--- src/rtl/isp_guard_pkg.sv ---
// Shared command encoding and helpers for the JTAG programming access guard.
// Assumes the upstream decoder delivers one 3-bit command code per cycle.
package isp_guard_pkg;

    typedef enum logic [2:0] {
        OP_NOP     = 3'd0,
        OP_READ    = 3'd1,
        OP_VERIFY  = 3'd2,
        OP_PROG    = 3'd3,
        OP_SERASE  = 3'd4,
        OP_CERASE  = 3'd5,
        OP_ISC_ON  = 3'd6,
        OP_ISC_OFF = 3'd7
    } isp_op_e;

    // True for commands that are handed to the flash controller.
    function automatic logic op_uses_flash(isp_op_e op);
        return (op == OP_READ) || (op == OP_VERIFY) || (op == OP_PROG) ||
               (op == OP_SERASE) || (op == OP_CERASE);
    endfunction

    // True for commands that keep the flash busy until done is reported.
    function automatic logic op_is_long(isp_op_e op);
        return (op == OP_PROG) || (op == OP_SERASE) || (op == OP_CERASE);
    endfunction

endpackage

--- src/rtl/isp_port_enable.sv ---
// Port enable register and port activity decision.
// Holds the single live bit of a byte-wide enable register. Both the block
// reset and the system reset clear it. Assumes rst_n and sys_rst_n are
// synchronous to clk.
module isp_port_enable #(
    parameter int EN_W = 8
) (
    input  logic            clk,
    input  logic            rst_n,
    input  logic            sys_rst_n,
    input  logic            nv_dedicated,
    input  logic            wr,
    input  logic [EN_W-1:0] wdata,
    output logic [EN_W-1:0] rdata,
    output logic            active,
    output logic            sys_abort_req
);

    logic en_q;
    logic wdata_spare_unused;

    // Enable bit: cleared by either reset, otherwise loaded on a write.
    always_ff @(posedge clk) begin
        if (!rst_n || !sys_rst_n) begin
            en_q <= 1'b0;
        end else if (wr) begin
            en_q <= wdata[0];
        end
    end

    // Upper write bits are discarded by definition.
    assign wdata_spare_unused = ^wdata[EN_W-1:1];

    // Read view: spare bits always zero.
    always_comb begin
        rdata    = '0;
        rdata[0] = en_q;
    end

    // Port is live when strapped, or when enabled and out of system reset.
    assign active        = nv_dedicated | (en_q & sys_rst_n);
    // System reset may only stop JTAG when the port is not strapped.
    assign sys_abort_req = ~nv_dedicated & ~sys_rst_n;

    a_r8_sysrst_clears_enable: assert property (@(posedge clk) disable iff (!rst_n)
        !sys_rst_n |=> (rdata == '0));
    a_r10_strap_keeps_port: assert property (@(posedge clk) disable iff (!rst_n)
        nv_dedicated |-> active);

endmodule

--- src/rtl/isp_cmd_filter.sv ---
// Combinational command admission for the access guard.
// Takes one command per cycle and classifies it as accepted or refused, using
// the lock bit, the sector protect bits and the busy flag. Assumes cmd_take
// is already qualified by port activity and a non-empty opcode.
module isp_cmd_filter
    import isp_guard_pkg::*;
#(
    parameter int NUM_SECTORS = 6,
    parameter int SECT_W      = $clog2(NUM_SECTORS)
) (
    input  logic                   clk,
    input  logic                   rst_n,
    input  logic                   cmd_take,
    input  isp_op_e                op,
    input  logic [SECT_W-1:0]      sector,
    input  logic                   busy,
    input  logic                   secure,
    input  logic [NUM_SECTORS-1:0] prot,
    output logic                   accept,
    output logic                   reject,
    output logic                   go_flash,
    output logic                   go_long,
    output logic                   go_chip,
    output logic                   isc_on,
    output logic                   isc_off
);

    localparam int PAD = 1 << SECT_W;

    logic [PAD-1:0] prot_pad;
    logic           sector_ok;
    logic           legal;

    // Pad the protect vector so that indices past the last sector read as protected.
    for (genvar i = 0; i < PAD; i++) begin : g_pad
        if (i < NUM_SECTORS) begin : g_real
            assign prot_pad[i] = prot[i];
        end else begin : g_none
            assign prot_pad[i] = 1'b1;
        end
    end

    assign sector_ok = (int'(sector) < NUM_SECTORS);

    // Legality of the presented opcode against lock, busy and protection.
    always_comb begin
        legal = 1'b0;
        unique case (op)
            OP_READ, OP_VERIFY, OP_PROG: legal = !busy && !secure && sector_ok;
            OP_SERASE:                   legal = !busy && !secure && !prot_pad[sector];
            OP_CERASE:                   legal = !busy;
            OP_ISC_ON, OP_ISC_OFF:       legal = 1'b1;
            default:                     legal = 1'b0;
        endcase
    end

    assign accept   = cmd_take & legal;
    assign reject   = cmd_take & ~legal;
    assign go_flash = accept & op_uses_flash(op);
    assign go_long  = accept & op_is_long(op);
    assign go_chip  = accept & (op == OP_CERASE);
    assign isc_on   = accept & (op == OP_ISC_ON);
    assign isc_off  = accept & (op == OP_ISC_OFF);

    a_r2_lock_only_erase: assert property (@(posedge clk) disable iff (!rst_n)
        (go_flash && secure) |-> (op == OP_CERASE));
    a_r4_no_protected_erase: assert property (@(posedge clk) disable iff (!rst_n)
        (go_flash && op == OP_SERASE) |-> (sector_ok && !prot[sector]));
    a_r6_busy_blocks_flash: assert property (@(posedge clk) disable iff (!rst_n)
        busy |-> !go_flash);

endmodule

--- src/rtl/isp_op_tracker.sv ---
// Operation and security state for the access guard.
// Tracks the running long operation, the lock bit, the sector protect bits
// and the error flag. Assumes fl_done is ignored when nothing is running.
module isp_op_tracker #(
    parameter int NUM_SECTORS = 6
) (
    input  logic                   clk,
    input  logic                   rst_n,
    input  logic                   nv_secure,
    input  logic [NUM_SECTORS-1:0] nv_prot,
    input  logic                   accept,
    input  logic                   reject,
    input  logic                   go_long,
    input  logic                   go_chip,
    input  logic                   fl_done,
    input  logic                   sys_abort_req,
    output logic                   busy,
    output logic                   secure,
    output logic [NUM_SECTORS-1:0] prot,
    output logic                   err,
    output logic                   abort
);

    logic chip_q;

    assign abort = busy & sys_abort_req;

    // Busy and chip-erase tracking, with unlock on chip-erase completion.
    always_ff @(posedge clk) begin
        if (!rst_n) begin
            busy   <= 1'b0;
            chip_q <= 1'b0;
            secure <= nv_secure;
            prot   <= nv_prot;
        end else if (abort) begin
            busy   <= 1'b0;
            chip_q <= 1'b0;
        end else if (busy && fl_done) begin
            busy   <= 1'b0;
            chip_q <= 1'b0;
            if (chip_q) begin
                secure <= 1'b0;
                prot   <= '0;
            end
        end else if (go_long) begin
            busy   <= 1'b1;
            chip_q <= go_chip;
        end
    end

    // Error flag: set by a refusal, cleared by the next acceptance.
    always_ff @(posedge clk) begin
        if (!rst_n) begin
            err <= 1'b0;
        end else if (reject) begin
            err <= 1'b1;
        end else if (accept) begin
            err <= 1'b0;
        end
    end

    a_r1_busy_after_start: assert property (@(posedge clk) disable iff (!rst_n)
        go_long |=> busy);
    a_r1_ready_after_done: assert property (@(posedge clk) disable iff (!rst_n)
        (busy && fl_done) |=> !busy);
    a_r3_chip_erase_unlocks: assert property (@(posedge clk) disable iff (!rst_n)
        (busy && chip_q && fl_done && !abort) |=> (!secure && prot == '0));
    a_r5_refusal_flags: assert property (@(posedge clk) disable iff (!rst_n)
        reject |=> err);
    a_r9_abort_ends_op: assert property (@(posedge clk) disable iff (!rst_n)
        abort |=> !busy);

endmodule

--- src/rtl/isp_pin_driver.sv ---
// Ready and error pin drivers for the access guard.
// Holds the open-drain mode bit and forms value and output-enable pairs.
// Assumes the pad drives its value only while the matching enable is high.
module isp_pin_driver (
    input  logic clk,
    input  logic rst_n,
    input  logic isc_on,
    input  logic isc_off,
    input  logic od_req,
    input  logic busy,
    input  logic err,
    output logic status,
    output logic status_oe,
    output logic err_n,
    output logic err_oe
);

    logic od_q;

    // Mode bit: chosen by the configuration enable, dropped by the disable.
    always_ff @(posedge clk) begin
        if (!rst_n) begin
            od_q <= 1'b0;
        end else if (isc_on) begin
            od_q <= od_req;
        end else if (isc_off) begin
            od_q <= 1'b0;
        end
    end

    assign status    = ~busy;
    assign err_n     = ~err;
    assign status_oe = od_q ? busy : 1'b1;
    assign err_oe    = od_q ? err  : 1'b1;

    a_r7_busy_pulls_low: assert property (@(posedge clk) disable iff (!rst_n)
        busy |-> (status_oe && !status));
    a_r7_od_no_high_drive: assert property (@(posedge clk) disable iff (!rst_n)
        (od_q && err_oe) |-> !err_n);

endmodule

--- src/rtl/jtag_isp_guard.sv ---
// JTAG programming access guard, top level.
// Admits decoded programming commands to a flash controller according to the
// lock bit, sector protection, busy state and port enable rules, and drives
// the ready and error lines. Assumes all inputs are synchronous to clk.
module jtag_isp_guard
    import isp_guard_pkg::*;
#(
    parameter int NUM_SECTORS = 6,
    parameter int SECT_W      = $clog2(NUM_SECTORS),
    parameter int EN_W        = 8
) (
    input  logic                   clk,
    input  logic                   rst_n,
    input  logic                   sys_rst_n,
    input  logic                   nv_jtag_dedicated,
    input  logic                   nv_secure,
    input  logic [NUM_SECTORS-1:0] nv_sector_prot,
    input  logic                   en_wr,
    input  logic [EN_W-1:0]        en_wdata,
    output logic [EN_W-1:0]        en_rdata,
    output logic                   port_active,
    input  logic                   cmd_valid,
    input  logic [2:0]             cmd_op,
    input  logic [SECT_W-1:0]      cmd_sector,
    input  logic                   cmd_od,
    output logic                   fl_start,
    output logic [2:0]             fl_op,
    output logic [SECT_W-1:0]      fl_sector,
    output logic                   fl_abort,
    input  logic                   fl_done,
    output logic                   status,
    output logic                   status_oe,
    output logic                   err_n,
    output logic                   err_oe
);

    isp_op_e                op;
    logic                   take;
    logic                   sys_abort_req;
    logic                   accept, reject, go_flash, go_long, go_chip;
    logic                   isc_on, isc_off;
    logic                   busy, secure, err;
    logic [NUM_SECTORS-1:0] prot;

    assign op   = isp_op_e'(cmd_op);
    assign take = cmd_valid & port_active & (op != OP_NOP);

    isp_port_enable #(.EN_W(EN_W)) u_enable (
        .clk           (clk),
        .rst_n         (rst_n),
        .sys_rst_n     (sys_rst_n),
        .nv_dedicated  (nv_jtag_dedicated),
        .wr            (en_wr),
        .wdata         (en_wdata),
        .rdata         (en_rdata),
        .active        (port_active),
        .sys_abort_req (sys_abort_req)
    );

    isp_cmd_filter #(.NUM_SECTORS(NUM_SECTORS), .SECT_W(SECT_W)) u_filter (
        .clk      (clk),
        .rst_n    (rst_n),
        .cmd_take (take),
        .op       (op),
        .sector   (cmd_sector),
        .busy     (busy),
        .secure   (secure),
        .prot     (prot),
        .accept   (accept),
        .reject   (reject),
        .go_flash (go_flash),
        .go_long  (go_long),
        .go_chip  (go_chip),
        .isc_on   (isc_on),
        .isc_off  (isc_off)
    );

    isp_op_tracker #(.NUM_SECTORS(NUM_SECTORS)) u_tracker (
        .clk           (clk),
        .rst_n         (rst_n),
        .nv_secure     (nv_secure),
        .nv_prot       (nv_sector_prot),
        .accept        (accept),
        .reject        (reject),
        .go_long       (go_long),
        .go_chip       (go_chip),
        .fl_done       (fl_done),
        .sys_abort_req (sys_abort_req),
        .busy          (busy),
        .secure        (secure),
        .prot          (prot),
        .err           (err),
        .abort         (fl_abort)
    );

    isp_pin_driver u_pins (
        .clk       (clk),
        .rst_n     (rst_n),
        .isc_on    (isc_on),
        .isc_off   (isc_off),
        .od_req    (cmd_od),
        .busy      (busy),
        .err       (err),
        .status    (status),
        .status_oe (status_oe),
        .err_n     (err_n),
        .err_oe    (err_oe)
    );

    assign fl_start  = go_flash;
    assign fl_op     = cmd_op;
    assign fl_sector = cmd_sector;

    a_r12_start_is_accept: assert property (@(posedge clk) disable iff (!rst_n)
        fl_start |-> (port_active && cmd_valid));
    a_r11_idle_port_silent: assert property (@(posedge clk) disable iff (!rst_n)
        !port_active |-> !fl_start);

endmodule

--- config.mk ---
export PLATFORM = sky130hd
export DESIGN_NAME = jtag_isp_guard
export DESIGN_NICKNAME = d
export VERILOG_FILES = /design/src/rtl/isp_guard_pkg.sv /design/src/rtl/isp_port_enable.sv /design/src/rtl/isp_cmd_filter.sv /design/src/rtl/isp_op_tracker.sv /design/src/rtl/isp_pin_driver.sv /design/src/rtl/jtag_isp_guard.sv
export SDC_FILE = /design/constraint.sdc
export NUM_CORES = 1
export LEC_CHECK = 0
export CAP_MARGIN = 20
export CORE_MARGIN = 2
export CORE_UTILIZATION = 37
export CTS_BUF_LIST = sky130_fd_sc_hd__clkbuf_4 sky130_fd_sc_hd__clkbuf_8
export DETAILED_ROUTE_END_ITERATION = 16
export GPL_ROUTABILITY_DRIVEN = 0
export PLACE_DENSITY = 0.81
export SLEW_MARGIN = 20
export SYNTH_ARGS = -nofsm -noshare
export SYNTH_HDL_FRONTEND = slang
export SYNTH_SLANG_ARGS = --single-unit
--- constraint.sdc ---
create_clock -name clk -period 2.6 [get_ports clk]
set_input_delay 0.65 -clock clk [delete_from_list [all_inputs] [get_ports clk]]
set_output_delay 0.65 -clock clk [all_outputs]
set_load 0.01 [all_outputs]
==> summary.txt, run 1 <==
Yosys
  – Post-Syn Area: 786 sq um
  – Sequential-to-total area share from yosys stat: 0.395
  – Avg Inst Size Synth: roughly 9.1 sq um
  – Area contributors post-synth: edfxtp_1, buf_4, dfxtp_1, mux2i_1, nor2b_1
  – Main synth FF type: edfxtp_1
  – Synth Register Bits: 12
  – Adder-Cell Fraction of Synth Area: 0
  – Largest family of logic cells by synthesized area: simple AND/OR/NAND/NOR gates
  – Syn. warnings: 0
  – Ys async rst share: 0
  – Mux cell area share after synthesis: 0.0637
  – Top-count cell post-synth: buf_4
  – Synth Area in XOR/XNOR: 0
  – Netlist cell types: 30
  – Synth Area in Compound Gates: 0.164
  – Most frequent cells after synthesis: buf_4, nor2b_1, edfxtp_1, nand2_1
  – Synth area leader: edfxtp_1
  – Post-synth top area share: 0.268
  – Syn Inst Count: 86
  – Synth Area in Simple Gates: 0.204
  – Number of synthesized flops with an enable pin: 7

Critical path
  – Setup CP Type: input port to output port
  – Critical Path Sink Type: output port
  – Worst path slowest cell: clkdlybuf4s50_1
  – WP buf/inv: 3
  – Worst path depth: 4
  – Crit Path Max Fanout: 3
  – Kind of cell adding the most delay to the critical path: buffers and inverters
  – Req. time, crit path: 1.95 ns
  – R2r worst-path depth: 3
  – Crit path launch type: input port
  – Crit path largest cell delay: approximately 0.53 ns
  – Crit path DAT: 1.90 ns
  – Worst path cell trace: clkdlybuf4s50_1 -> a21o_1 -> buf_4 -> clkdlybuf4s50_1
  – Most frequent CP cell: clkdlybuf4s50_1

Detailed routing
  – # DRC: 0
  – DRT antenna net count: 0
  – Final WL: approximately 1.9 mm
  – Initial DRT Pass Iterations: 4
  – Mean routed wirelength per cell: between 10 and 15 um
  – Initial DRC Count: 20
  – DR vias: 759
  – DR vias/cell: 4.87

CTS
  – CTS Buf Count: 3
  – CTS tree: yes
  – Clock latency on the worst-skew pair: 0.29 ns
  – Clock buffer depth: 2
  – CTS Sinks: 12
  – # hold bufs at CTS: 0
  – H-tree levels: 1
  – Clk slew on worst S/H paths: about 0.08 ns
  – Root Buffer: clkbuf_4

STA
  – Slew @ Worst Pin: 0.942 ns
  – RSZ-0062 raised after global routing: no
  – # setup viols final: 0
  – Setup TNS: 0 ns
  – Fmax: about 0.4 GHz
  – Slew HR: 0.365
  – Period utilization: 0.981
  – Final Hold Viols: 0
  – PnR worst setup slack: roughly 0.05 ns
  – Max-slew violations: 0
  – Skew final: 0.00195 ns
  – Final min period: approximately 2.6 ns

Power and ir drop
  – Leakage power: 0.497 nW
  – Clock network power share: 0.266
  – Peak VDD IR: roughly 0.00032 V
  – Pwr Density: ~400 nW/um^2
  – Int Pwr: 0.000344 W
  – Combinational share of power: 0.271
  – Net switching fraction of the power: 0.273
  – Final Power: 0.000473 W
  – Sequential group share of total power: 0.463
  – Net Sw Power: between 0.0001 and 0.00015 W

Floorplan
  – Initial Util: 0.396
  – Core ar.: 1980 sq um
  – IO Count: 50
  – Die footprint: ~2500 sq um
  – Die width: ~50 um
  – DIE HEIGHT: 50.1 um
  – Site Rows: 16

Placed design
  – Setup WS pre-CTS: -0.830 ns
  – PortBufs: 35
  – DP Wirelength: 1.50 mm

Global routing
  – Initial antenna violation count: 0
  – Vias in the first global route: around 700
  – GRT overflow: 0
  – First-pass GRT wire length: approximately 2.8 mm
  – Gr usage total: 0.152
  – Largest net degree at the start of global routing: 14

Final layout
  – Final #Nets: 159
  – Multi-input gate area: 372 sq um
  – Fillers: about 170
  – Layout area overhead: 52.9%
  – N_diodes: 0
  – Fraction of layout cells with a size suffix above 1: 0.217
  – Final core occ: 0.606
  – Reg area: around 310 sq um

Worst hold path
  – HP Class: flop to flop
  – Worst Hold Depth: 2

Outcome
  – Status: completed

Run
  – Max-cap viol count: 0
stage by stage:
step	cell area (sq um)	hold slack [ns]	instances
final	1200	0.534	156
after detailed placement	1180	0.525	151
after global routing	1200	0.567	156
after floorplan	808	0.469	92
after global placement	1180	0.491	151
after CTS	1190	0.538	156
registers in the layout, indices dropped and copies added (netlist names):
name / count
u_tracker.prot: 6
u_enable.en_q: 1
u_pins.od_q: 1
u_tracker.busy: 1
u_tracker.chip_q: 1
u_tracker.err: 1
u_tracker.secure: 1
cell usage in the layout (no fill, tap or decap), types with 5 or more instances in the layout:
cell type	count
clkdlybuf4s50_1	27
buf_4	15
nor2b_1	8
nand2_1	7
conb_1	7
edfxtp_1	7
dfxtp_1	5
power groups by stage:
stage | Clock [W] | Combinational (W) | Sequential, W
floorplan | 0 | 0.0000631 | 0.000221
CTS | 0.000125 | 0.000126 | 0.000218
finish | 0.000126 | 0.000128 | 0.000219
global route | 0.000136 | 0.000138 | 0.000220
global placement | 0 | 0.000125 | 0.000222
detailed placement | 0 | 0.000129 | 0.000223
cell type report:
cell class	count	area share
Sequential cell	12	0.258
Tap cell	27	0.0281
Clock buffer	3	0.0188
Inverter	4	0.0125
Multi-Input combinational cell	59	0.309
Clock inverter	1	0.00313
Timing Repair Buffer	50	0.370
path summary, 6_finish.rpt:
path,start,endpoint,slack [ns]
setup reg to reg,u_tracker.busy,u_tracker.prot[2],0.92
hold reg to reg,u_pins.od_q,u_pins.od_q,0.53
setup / recovery,sys_rst_n,port_active,0.05
hold / removal,u_pins.od_q,u_pins.od_q,0.53
worst reg2reg max path: stages (launching register included):
cell     delay (ns)
dfxtp_1        0.35
buf_4          0.15
nand3_1        0.07
o21ai_0        0.74
routing by layer:
layer | GRT usage | wire length, um | up-vias | share of wire
li1 | - | - | 377 | -
met1 | 0.158 | 754 | 353 | 0.40
met2 | 0.263 | 1000 | 27 | 0.53
met3 | 0.0394 | 101 | 2 | 0.054
met4 | 0.106 | 29 | 0 | 0.015
met5 | 0 | 0 | - | 0
repair_timing:
| action | in CTS | in global routing |
|---|---|---|
| setup buffers | 1 | 0 |
| endpoints found under the hold margin | 0 | 0 |
| setup endpoints to repair | 3 | 1 |
| pin swaps | 5 | 2 |
| resized for setup | 20 | 3 |
| gates cloned | 0 | 0 |
cell families (layout without fill, tap and decap cells):
family	Yosys count	in the layout
mux	5	5
buf+inv	21	58
compound gates	16	16
flops	12	12
other cells	1	7
simple gates	31	31
Note: power is estimated with default switching activity, not from simulation.
==> inputs of run 2 (changes only) <==
--- a/config.mk
+++ b/config.mk
@@ -11,7 +11,7 @@
 export CTS_BUF_LIST = sky130_fd_sc_hd__clkbuf_4 sky130_fd_sc_hd__clkbuf_8
 export DETAILED_ROUTE_END_ITERATION = 16
 export GPL_ROUTABILITY_DRIVEN = 0
-export PLACE_DENSITY = 0.81
+export PLACE_DENSITY = 0.77
 export SLEW_MARGIN = 20
 export SYNTH_ARGS = -nofsm -noshare
 export SYNTH_HDL_FRONTEND = slang
==> summary.txt, run 2 (synthesis gave the netlist of run 1 again) <==
Global routing
  – Largest net degree at the start of global routing: 14 (unchanged)
  – GRT overflow: 0 (unchanged)
  – First-pass GRT wire length: 3.00 mm (+6.9%)
  – Gr usage total: 0.159 (+0.00615)
  – Initial antenna violation count: 0 (unchanged)
  – Vias in the first global route: 713 (+4.5%)

STA
  – Final min period: 2.61 ns (+0.0615 ns)
  – Setup TNS: -0.0123 ns (-0.0123 ns)
  – Slew @ Worst Pin: 0.943 ns (+0.000708 ns)
  – Fmax: 0.383 GHz (-2.4%)
  – Skew final: 0.000972 ns (-0.000977 ns)
  – # setup viols final: 1 (+1)
  – Final Hold Viols: 0 (unchanged)
  – Slew HR: 0.365 (-0.000477)
  – RSZ-0062 raised after global routing: yes
  – Max-slew violations: 0 (unchanged)
  – PnR worst setup slack: -0.0123 ns (-0.0615 ns)
  – Worst hold slack: 0.516 ns (-0.0186 ns)
  – Period utilization: 1.00 (+0.0237)

Detailed routing
  – DRT antenna net count: 0 (unchanged)
  – Final WL: 1.84 mm (-2.5%)
  – Initial DRC Count: 10 (-50%)
  – DR vias: 730 (-3.8%)
  – Initial DRT Pass Iterations: 4 (unchanged)
  – DR vias/cell: 4.65 (-4.4%)
  – # DRC: 0 (unchanged)
  – Mean routed wirelength per cell: 11.7 um (-3.2%)

Final layout
  – Design Area, Final: 1220 sq um (+2.0%)
  – Most frequent cells in the layout: clkdlybuf4s50_1, buf_4, nor2b_1
  – Final #Nets: 160 (+0.63%)
  – Fillers: 156 (-5.5%)
  – Fraction of layout cells with a size suffix above 1: 0.215 (-0.00167)
  – Reg with most FFs: u_tracker.prot
  – Most common cell after layout, fill and taps aside: clkdlybuf4s50_1
  – Largest register FFs: 6 (unchanged)
  – Layout area overhead: 55.9%
  – N_diodes: 0 (unchanged)

CTS
  – H-tree levels: 1 (unchanged)
  – # hold bufs at CTS: 0 (unchanged)
  – Clock latency on the worst-skew pair: 0.28 ns (about the same)
  – Clk slew on worst S/H paths: 0.07 ns (about the same)
  – CTS Buf Count: 3 (unchanged)
  – CTS tree: yes
  – Clock buffer depth: 2 (unchanged)
  – Root Buffer: clkbuf_4
  – CTS Sinks: 12 (unchanged)

Power and ir drop
  – Peak VDD IR: 0.000330 V (+2.5%)
  – Leakage power: 0.517 nW (+4.0%)
  – Pwr Density: 397 nW/um^2 (+0.64%)
  – Final Power: 0.000486 W (+2.6%)

Placed design
  – PortBufs: 35 (unchanged)
  – Placed Area: 1190 sq um (+0.64%)
  – DP Wirelength: 1.49 mm (-0.58%)

Critical path
  – Setup CP Type: input port to output port
  – Crit Path Max Fanout: 2 (-1)
  – Req. time, crit path: 1.95 ns (about the same)
  – Crit path launch type: input port
  – Crit path DAT: 1.96 ns (+0.06 ns)
  – Critical Path Sink Type: output port

Floorplan
  – IO Count: 50 (unchanged)
  – Die width: 50.1 um (unchanged)
  – DIE HEIGHT: 50.1 um (unchanged)
  – Core ar.: 1980 sq um (unchanged)
  – Die footprint: 2510 sq um (unchanged)
  – Site Rows: 16 (unchanged)
  – Initial Util: 0.396 (unchanged)

Outcome
  – Failing checks: setup timing
  – Status: finished with violations

Run
  – Max-cap viol count: 0 (unchanged)

Worst hold path
  – HP Class: flop to flop
-- run 2: cell types whose count changed in the layout (fill, tap and decap cells not counted), sizes merged --
cell and delta:
dlygate4sd2 -2, dlymetal6s2s +1, buf +1, clkdlybuf4s15 +2, clkinv -1, clkbuf +1, clkdlybuf4s50 -1
-- run 2: final timing paths --
| check | startpoint | endpoint | slack [ns] | depth (start not counted) |
|---|---|---|---|---|
| worst max register to register | u_tracker.busy | u_tracker.prot[4] | 0.87 | 3 |
| worst min-delay path | u_pins.od_q | u_pins.od_q | 0.52 | 2 |
| worst min register to register | u_pins.od_q | u_pins.od_q | 0.52 | 2 |
| worst max-delay path | cmd_sector[1] | fl_start | -0.01 | 6 |
-- run 2: worst max-delay path: stages --
cell	delay, ns
buf_8	0.10
a211oi_4	0.23
o2111ai_1	0.12
o32a_1	0.34
a2111oi_2	0.32
buf_2	0.19
-- run 2: what timing repair did --
item | CTS | global route
buffers inserted | 1 | 0
cloned | 0 | 0
pin swaps | 5 | 2
endpoints found under the setup margin | 3 | 2
gates resized for setup | 24 | 3
-- run 2: through the flow --
stage                     setup WS, ns  std cells   util
after floorplan                  0.167         92      -
final                          -0.0123        157  0.618
after global placement          -0.815        152  0.599
after CTS                       -0.100        157  0.611
after detailed placement        -0.880        152  0.599
after global routing           -0.0604        157  0.618
-- run 2: power by group --
group / switching (W) / total [W] / leakage (nW) / internal [W]
combinational: 0.0000542 / 0.000131 / 0.391 / 0.0000769
clock: 0.0000657 / 0.000136 / 0.0184 / 0.0000701
sequential: 0.00000548 / 0.000219 / 0.108 / 0.000213
total: 0.000125 / 0.000486 / 0.517 / 0.000360
-- run 2: per-layer routing --
metal / track usage / vias to the layer above / share of wire
met5: 0 / - / 0
li1: - / 372 / -
met2: 0.287 / 32 / 0.53
met4: 0.0694 / 0 / 0.016
met3: 0.0303 / 3 / 0.060
met1: 0.177 / 323 / 0.39
-- run 2: final cells by class --
cell class | instances | area (sq um) | share of cell area
inverter | 4 | 15.0 | 0.0123
timing repair buffer | 51 | 463 | 0.378
multi-input combinational | 59 | 373 | 0.304
clock buffer | 4 | 30.0 | 0.0245
sequential | 12 | 310 | 0.253
tap | 27 | 33.8 | 0.0276
